<file path="src/rtl/vcr_pkg.sv">
package vcr_pkg;
  localparam int DW = 8;
  localparam int VAW = 15;

  typedef enum logic [2:0] {
    IX_CTRL   = 3'd0,
    IX_MASK   = 3'd1,
    IX_STATUS = 3'd2,
    IX_SPTR   = 3'd3,
    IX_SDATA  = 3'd4,
    IX_SCROLL = 3'd5,
    IX_ADDR   = 3'd6,
    IX_DATA   = 3'd7
  } vcr_idx_e;

  typedef struct packed {
    logic wr_ctrl;
    logic wr_mask;
    logic wr_sptr;
    logic wr_sdata;
    logic wr_scroll;
    logic wr_addr;
    logic wr_any;
    logic rd_status;
    logic rd_sdata;
    logic rd_any;
  } vcr_strobe_t;
endpackage

</file>
<file path="src/rtl/vcr_decode.sv">
module vcr_decode
  import vcr_pkg::*;
(
  input  logic        acc_valid,
  input  logic        acc_write,
  input  logic [2:0]  acc_idx,
  output vcr_strobe_t stb
);
  vcr_idx_e ix;
  logic wr, rd;

  always_comb begin
    ix = vcr_idx_e'(acc_idx);
    wr = acc_valid && acc_write;
    rd = acc_valid && !acc_write;
    stb = '0;
    stb.wr_any    = wr;
    stb.rd_any    = rd;
    stb.wr_ctrl   = wr && (ix == IX_CTRL);
    stb.wr_mask   = wr && (ix == IX_MASK);
    stb.wr_sptr   = wr && (ix == IX_SPTR);
    stb.wr_sdata  = wr && (ix == IX_SDATA);
    stb.wr_scroll = wr && (ix == IX_SCROLL);
    stb.wr_addr   = wr && (ix == IX_ADDR);
    stb.rd_status = rd && (ix == IX_STATUS);
    stb.rd_sdata  = rd && (ix == IX_SDATA);
  end
endmodule

</file>
<file path="src/rtl/vcr_scroll_addr.sv">
module vcr_scroll_addr
  import vcr_pkg::*;
#(
  parameter int AW = VAW,
  parameter int FXW = 3
) (
  input  logic          clk,
  input  logic          rst,
  input  logic          wr_ctrl,
  input  logic          wr_scroll,
  input  logic          wr_addr,
  input  logic          rd_status,
  input  logic [DW-1:0] wdata,
  output logic [AW-1:0] tmp_q,
  output logic [AW-1:0] cur_q,
  output logic [FXW-1:0] fx_q,
  output logic          tgl_q
);
  logic [AW-1:0] tmp_n;

  always_comb begin
    tmp_n = tmp_q;
    if (wr_ctrl) begin
      tmp_n[11:10] = wdata[1:0];
    end else if (wr_scroll && !tgl_q) begin
      tmp_n[4:0] = wdata[7:3];
    end else if (wr_scroll && tgl_q) begin
      tmp_n[14:12] = wdata[2:0];
      tmp_n[9:5]   = wdata[7:3];
    end else if (wr_addr && !tgl_q) begin
      tmp_n[14]   = 1'b0;
      tmp_n[13:8] = wdata[5:0];
    end else if (wr_addr && tgl_q) begin
      tmp_n[7:0] = wdata;
    end
  end

  always_ff @(posedge clk) begin
    if (rst) begin
      tmp_q <= '0;
      cur_q <= '0;
      fx_q  <= '0;
      tgl_q <= 1'b0;
    end else begin
      tmp_q <= tmp_n;
      if (wr_scroll && !tgl_q) fx_q <= wdata[FXW-1:0];
      if (wr_addr && tgl_q) cur_q <= tmp_n;
      if (rd_status) tgl_q <= 1'b0;
      else if (wr_scroll || wr_addr) tgl_q <= !tgl_q;
    end
  end

  AST_CUR_HOLD: assert property (@(posedge clk) disable iff (rst)
    !(wr_addr && tgl_q) |=> $stable(cur_q));
  AST_STATUS_TGL_CLR: assert property (@(posedge clk) disable iff (rst)
    rd_status |=> !tgl_q);
  AST_TGL_FLIP: assert property (@(posedge clk) disable iff (rst)
    (wr_scroll || wr_addr) |=> (tgl_q != $past(tgl_q)));
  AST_ADDR_B14: assert property (@(posedge clk) disable iff (rst)
    (wr_addr && !tgl_q) |=> !tmp_q[14]);
endmodule

</file>
<file path="src/rtl/vcr_spr_ram.sv">
module vcr_spr_ram
  import vcr_pkg::*;
#(
  parameter int PW = 8
) (
  input  logic          clk,
  input  logic          rst,
  input  logic          wr_ptr,
  input  logic          wr_data,
  input  logic          rd_data,
  input  logic [DW-1:0] wdata,
  output logic [DW-1:0] rbyte
);
  localparam int DEPTH = 1 << PW;

  logic [DW-1:0] mem [DEPTH];
  logic [PW-1:0] ptr_q;

  assign rbyte = mem[ptr_q];

  always_ff @(posedge clk) begin
    if (rst) begin
      ptr_q <= '0;
    end else if (wr_ptr) begin
      ptr_q <= wdata[PW-1:0];
    end else if (wr_data) begin
      ptr_q <= ptr_q + 1'b1;
    end
  end

  always_ff @(posedge clk) begin
    if (wr_data) mem[ptr_q] <= wdata;
  end

  AST_SPR_INC: assert property (@(posedge clk) disable iff (rst)
    wr_data |=> (ptr_q == $past(ptr_q) + 1'b1));
  AST_SPR_RD_HOLD: assert property (@(posedge clk) disable iff (rst)
    rd_data |=> $stable(ptr_q));
endmodule

</file>
<file path="src/rtl/vid_cpu_regs.sv">
module vid_cpu_regs
  import vcr_pkg::*;
(
  input  logic        clk,
  input  logic        rst,
  input  logic        req_valid,
  output logic        req_ready,
  input  logic        req_write,
  input  logic [2:0]  req_idx,
  input  logic [7:0]  req_wdata,
  output logic        rsp_valid,
  output logic [7:0]  rsp_data,
  input  logic        blank_set,
  input  logic        hit_flag,
  input  logic        ovf_flag,
  output logic [7:0]  ctrl_q,
  output logic [7:0]  mask_q,
  output logic [14:0] tmp_addr,
  output logic [14:0] cur_addr,
  output logic [2:0]  fine_x
);
  vcr_strobe_t stb;
  logic [DW-1:0] spr_byte;
  logic [DW-1:0] stat_byte;
  logic [DW-1:0] rd_byte;
  logic [DW-1:0] obus_q;
  logic          blank_q;
  logic          tgl;

  assign req_ready = 1'b1;

  vcr_decode u_dec (
    .acc_valid (req_valid),
    .acc_write (req_write),
    .acc_idx   (req_idx),
    .stb       (stb)
  );

  vcr_scroll_addr #(.AW(VAW), .FXW(3)) u_sa (
    .clk       (clk),
    .rst       (rst),
    .wr_ctrl   (stb.wr_ctrl),
    .wr_scroll (stb.wr_scroll),
    .wr_addr   (stb.wr_addr),
    .rd_status (stb.rd_status),
    .wdata     (req_wdata),
    .tmp_q     (tmp_addr),
    .cur_q     (cur_addr),
    .fx_q      (fine_x),
    .tgl_q     (tgl)
  );

  vcr_spr_ram #(.PW(8)) u_spr (
    .clk     (clk),
    .rst     (rst),
    .wr_ptr  (stb.wr_sptr),
    .wr_data (stb.wr_sdata),
    .rd_data (stb.rd_sdata),
    .wdata   (req_wdata),
    .rbyte   (spr_byte)
  );

  always_comb begin
    stat_byte = {blank_q, hit_flag, ovf_flag, 5'b0};
    if (stb.rd_status)     rd_byte = stat_byte;
    else if (stb.rd_sdata) rd_byte = spr_byte;
    else                   rd_byte = obus_q;
  end

  always_ff @(posedge clk) begin
    if (rst) begin
      ctrl_q    <= '0;
      mask_q    <= '0;
      blank_q   <= 1'b0;
      obus_q    <= '0;
      rsp_valid <= 1'b0;
      rsp_data  <= '0;
    end else begin
      rsp_valid <= stb.rd_any;
      if (stb.rd_any) rsp_data <= rd_byte;
      if (stb.wr_ctrl) ctrl_q <= req_wdata;
      if (stb.wr_mask) mask_q <= req_wdata;
      if (blank_set) blank_q <= 1'b1;
      else if (stb.rd_status) blank_q <= 1'b0;
      if (stb.wr_any) obus_q <= req_wdata;
      else if (stb.rd_status || stb.rd_sdata) obus_q <= rd_byte;
    end
  end

  AST_RSP_FROM_READ: assert property (@(posedge clk) disable iff (rst)
    rsp_valid |-> $past(req_valid && !req_write));
  AST_BUS_ON_WRITE: assert property (@(posedge clk) disable iff (rst)
    (req_valid && req_write) |=> (obus_q == $past(req_wdata)));
  AST_BLANK_CLR: assert property (@(posedge clk) disable iff (rst)
    (stb.rd_status && !blank_set) |=> !blank_q);
  AST_BLANK_SET: assert property (@(posedge clk) disable iff (rst)
    blank_set |=> blank_q);
endmodule

</file>
<file path="config.mk">
export PLATFORM = sky130hd
export DESIGN_NAME = vid_cpu_regs
export DESIGN_NICKNAME = d
export VERILOG_FILES = /design/src/rtl/vcr_pkg.sv /design/src/rtl/vcr_decode.sv /design/src/rtl/vcr_scroll_addr.sv /design/src/rtl/vcr_spr_ram.sv /design/src/rtl/vid_cpu_regs.sv
export SDC_FILE = /design/constraint.sdc
export NUM_CORES = 2
export LEC_CHECK = 0
export ABC_AREA = 0
export ABC_CLOCK_PERIOD_IN_PS = 3300
export BUFFER_PORTS_ARGS = -buffer_cell sky130_fd_sc_hd__buf_2
export CAP_MARGIN = 20
export CORE_UTILIZATION = 55
export DETAILED_ROUTE_END_ITERATION = 10
export GPL_ROUTABILITY_DRIVEN = 1
export PLACE_DENSITY = 0.74
export SLEW_MARGIN = 20
export SYNTH_ARGS = -nofsm -noshare
export SYNTH_HDL_FRONTEND = slang
export SYNTH_SLANG_ARGS = --single-unit
</file>
<file path="constraint.sdc">
create_clock -name clk -period 3.3 [get_ports clk]
set_input_delay 0.825 -clock clk [delete_from_list [all_inputs] [get_ports clk]]
set_output_delay 0.825 -clock clk [all_outputs]
set_load 0.1 [all_outputs]
</file>
==> results.yml <==
critical_path:
  worstSetupStartpointType: "register"
  arrival_ns: 4.10
  crit_path_frequent_cell: "buf_4"
  crit_type: "reg2reg"
  crit_buf_inv: 2
  crit_path_top_delay_cell: "dfxtp_4"
  cp-end-kind: "register"
  path_cells: "buf_4 -> and2_1 -> a22oi_1 -> a21oi_1 -> o32ai_1 -> a2111oi_2 -> buf_4 -> nand3_1 -> a211oi_1"
  cp_max_fo: 13
  slowest_delay_ns: 0.56
  required_ns: 4.04
  crit_family: "compound AO/OA/AOI/OAI gates"
routing:
  drt_drc_violations_left: 0
  vias: 46965
  drtIter0Drc: 6951
  drtAntennaViolNets: 0
  viasPerCell: 6.63
  wl_per_cell_um: 32.6
  routed_wl_mm: 231
  drtPass1Iterations: 10
clock_tree:
  htreeDepth: 4
  cts_root_buf: "clkbuf_16"
  path_clk_slew_ns: 0.07
  cts_buffers: 203
  cts_hold_buf: 0
  cts_tree: "built"
  clock_tree.buffer_depth: 3
  cts.sinks: 2132
  clkLatencyLatePin_ns: 0.86
pwr:
  p_comb_frac: 0.030
  ir_drop_mv: 0.551
  switchingPower_mw: 11.3
  power.share.clock: 0.424
  finalPower_mw: 54.3
  power.density_mw_per_mm2: 559
  power_frac_seq: 0.547
  switching_share: 0.209
  leakage_nw: 30.9
  p_int_mw: 42.9
flow_run:
  cap_violations: 0
timing:
  fin_ws_ns: -0.0588
  finClkSkew_ns: 0.0698
  fin_crit_ns: 3.36
  worst_slew_pin_slew_ns: 1.05
  drv_slew: 0
  setup_viol: 2
  hold_viol_final: 0
  clock.fmax_mhz: 298
  relSlewSlack: 0.295
  period_share: 1.02
synth:
  synthArstFlopShare: 0
  synth_top_area_cell: "edfxtp_1"
  synth_nets: 4249
  netlist_area_mm2: 0.0833
  synth_seq_cells: 2132
  synth-edff-count: 2048
  synth_ff_type: "edfxtp_1"
  ys_warn_count: 0
  synth.distinct_cells: 81
  synth_top_area_frac: 0.738
  yosys-top-cells-area: "edfxtp_1, mux4_2, mux2i_1, dfxtp_1, nor2_1"
  synthCells: 4227
  synth-seq-area-share: 0.758
  avgSynthCellArea_um2: 19.7
min_path:
  hold_class: "in2reg"
floorplanning:
  core_area_mm2: 0.150
  start_util: 0.555
  rows: 142
  die_area_mm2: 0.153
  die_w_um: 391
  io_pins: 77
  die_h_um: 391
grt:
  antenna_found_initial: 8
  first_global_vias: 46133
  grt_max_degree: 96
  grt_usage: 0.303
  grt_pass1_wl_mm: 327
  overflow: 0
final_layout:
  nNetsFinal: 4917
  layout-drive-gt1-share: 0.298
  synthToLayoutAreaGrowth_pct: 16.5
place:
  place_ws_ns: -0.0614
  post-dp-hpwl_mm: 149
  port_buffers: 75
  gp_congestion: 0.948
run_status:
  violations: "setup timing"
  status: "complete, but fails checks"
## logic make-up after synthesis
group,synth area share
AND/OR/NAND/NOR,0.0354
multiplexers,0.147
AO/OA/AOI/OAI,0.0391
adder cells (fa/ha/maj),0.000601
XOR/XNOR,0.000105
buffers and inverters,0.0202
other,0.0000450
flip-flops,0.758
## tightest hold or removal path: stages
cell and delay (ns):
buf_2 0.11, a21oi_1 0.04, nor2_1 0.07
## layout make-up
class | instances | area [um2]
flip-flops and latches | 2132 | 63200
fillers | 9753 | 53100
multi-input cells | 1829 | 18600
repair buffers | 721 | 6150
clock buffers | 234 | 5200
well taps | 2016 | 2520
clock inverters | 138 | 1400
inverters | 8 | 30.0
diodes | 4 | 10.0
## registers in the layout (all words and copies together), names as in the netlist, named ones only
register,flops
mask_q,8
ctrl_q,8
obus_q,8
u_spr.mem,2048
rsp_valid,1
u_sa.tgl_q,1
u_sa.fx_q,3
u_sa.tmp_q,15
rsp_data,8
u_spr.ptr_q,8
u_sa.cur_q,15
blank_q,1
## Yosys cell counts (5+ instances only)
cell,instances
nand2_1,146
inv_1,8
buf_6,42
nand2b_1,16
a22oi_1,87
buf_8,8
a21oi_1,87
nand3_1,32
and3_1,9
nor3_1,33
or3_1,13
o22ai_1,92
clkbuf_1,115
dfxtp_1,84
o211ai_1,5
o221ai_1,19
o31ai_1,7
nand4_1,7
o21ai_0,29
mux2_2,51
mux2i_1,225
a22o_1,24
nor2b_1,22
mux4_2,401
edfxtp_1,2048
nor4_1,18
buf_1,6
and2_1,9
buf_4,43
o2111ai_1,6
o22a_1,7
a21boi_0,5
buf_2,40
a221oi_1,23
mux4_1,13
nor2_1,336
a211oi_1,24
## power groups by stage
stage | registers [mW] | logic (mW) | clock network [mW]
floorplan | 30.3 | 0.637 | 0
global placement | 30.2 | 1.53 | 0
detailed placement | 30.2 | 1.56 | 0
CTS | 29.7 | 1.58 | 23.2
global route | 29.6 | 1.66 | 24.1
finish | 29.7 | 1.60 | 23.0
## cells in the final DEF, fill, tap and decap left out, types with 17 or more instances in the layout
cell type	netlist	routed
edfxtp_1	2048	2048
buf_4	43	577
mux4_2	401	401
nor2_1	336	334
mux2i_1	225	225
clkbuf_16	0	203
nand2_1	146	146
o22ai_1	92	92
a21oi_1	87	87
a22oi_1	87	85
dfxtp_1	84	78
buf_12	4	68
buf_2	40	67
mux2_2	51	51
clkinv_2	0	50
clkinv_1	0	44
nand3_1	32	32
nor3_1	33	31
clkbuf_1	115	31
o21ai_0	29	29
a211oi_1	24	24
a22o_1	24	24
a221oi_1	23	22
o221ai_1	19	19
bufinv_16	0	18
nor2b_1	22	17
nor4_1	18	17
## routing by layer
metal  up-vias  part of all wire  track usage
met2      3581              0.46        0.469
met1     24041              0.36        0.405
met3       655              0.12       0.0758
met5         -           0.00020            0
li1      18682                 -            -
met4         6             0.056        0.150
## what timing repair did
item,CTS,global route
endpoints found under the setup margin,4,4
resized for setup,3,3
setup buffers,6,2
## final timing paths
check	startpoint	to	slack, ns	depth (start not counted)
min reg2reg	u_sa.cur_q[4]$_SDFFE_PP0P_	u_sa.cur_q[4]$_SDFFE_PP0P_	0.45	2
min	blank_set	blank_q$_SDFFE_PP0P_	0.25	3
max reg2reg	register	obus_q[5]$_SDFFE_PP0P_	-0.06	9
max	register	obus_q[5]$_SDFFE_PP0P_	-0.06	9
## metrics by stage
step           hold slack, ns  utilization  instance area [um2]  setup TNS, ns  cells
2_1_floorplan           0.475            -                83300              0   4227
3_3_place_gp            0.439        0.602                90300        -0.0732   6698
3_5_place_dp            0.445        0.602                90300         -0.116   6698
4_1_cts                 0.206        0.646                97000              0   7076
5_1_grt                 0.226        0.646                97100        -0.0413   7078
6_report                0.251        0.647                97100        -0.0957   7082
(Power assumes the default switching activity.)
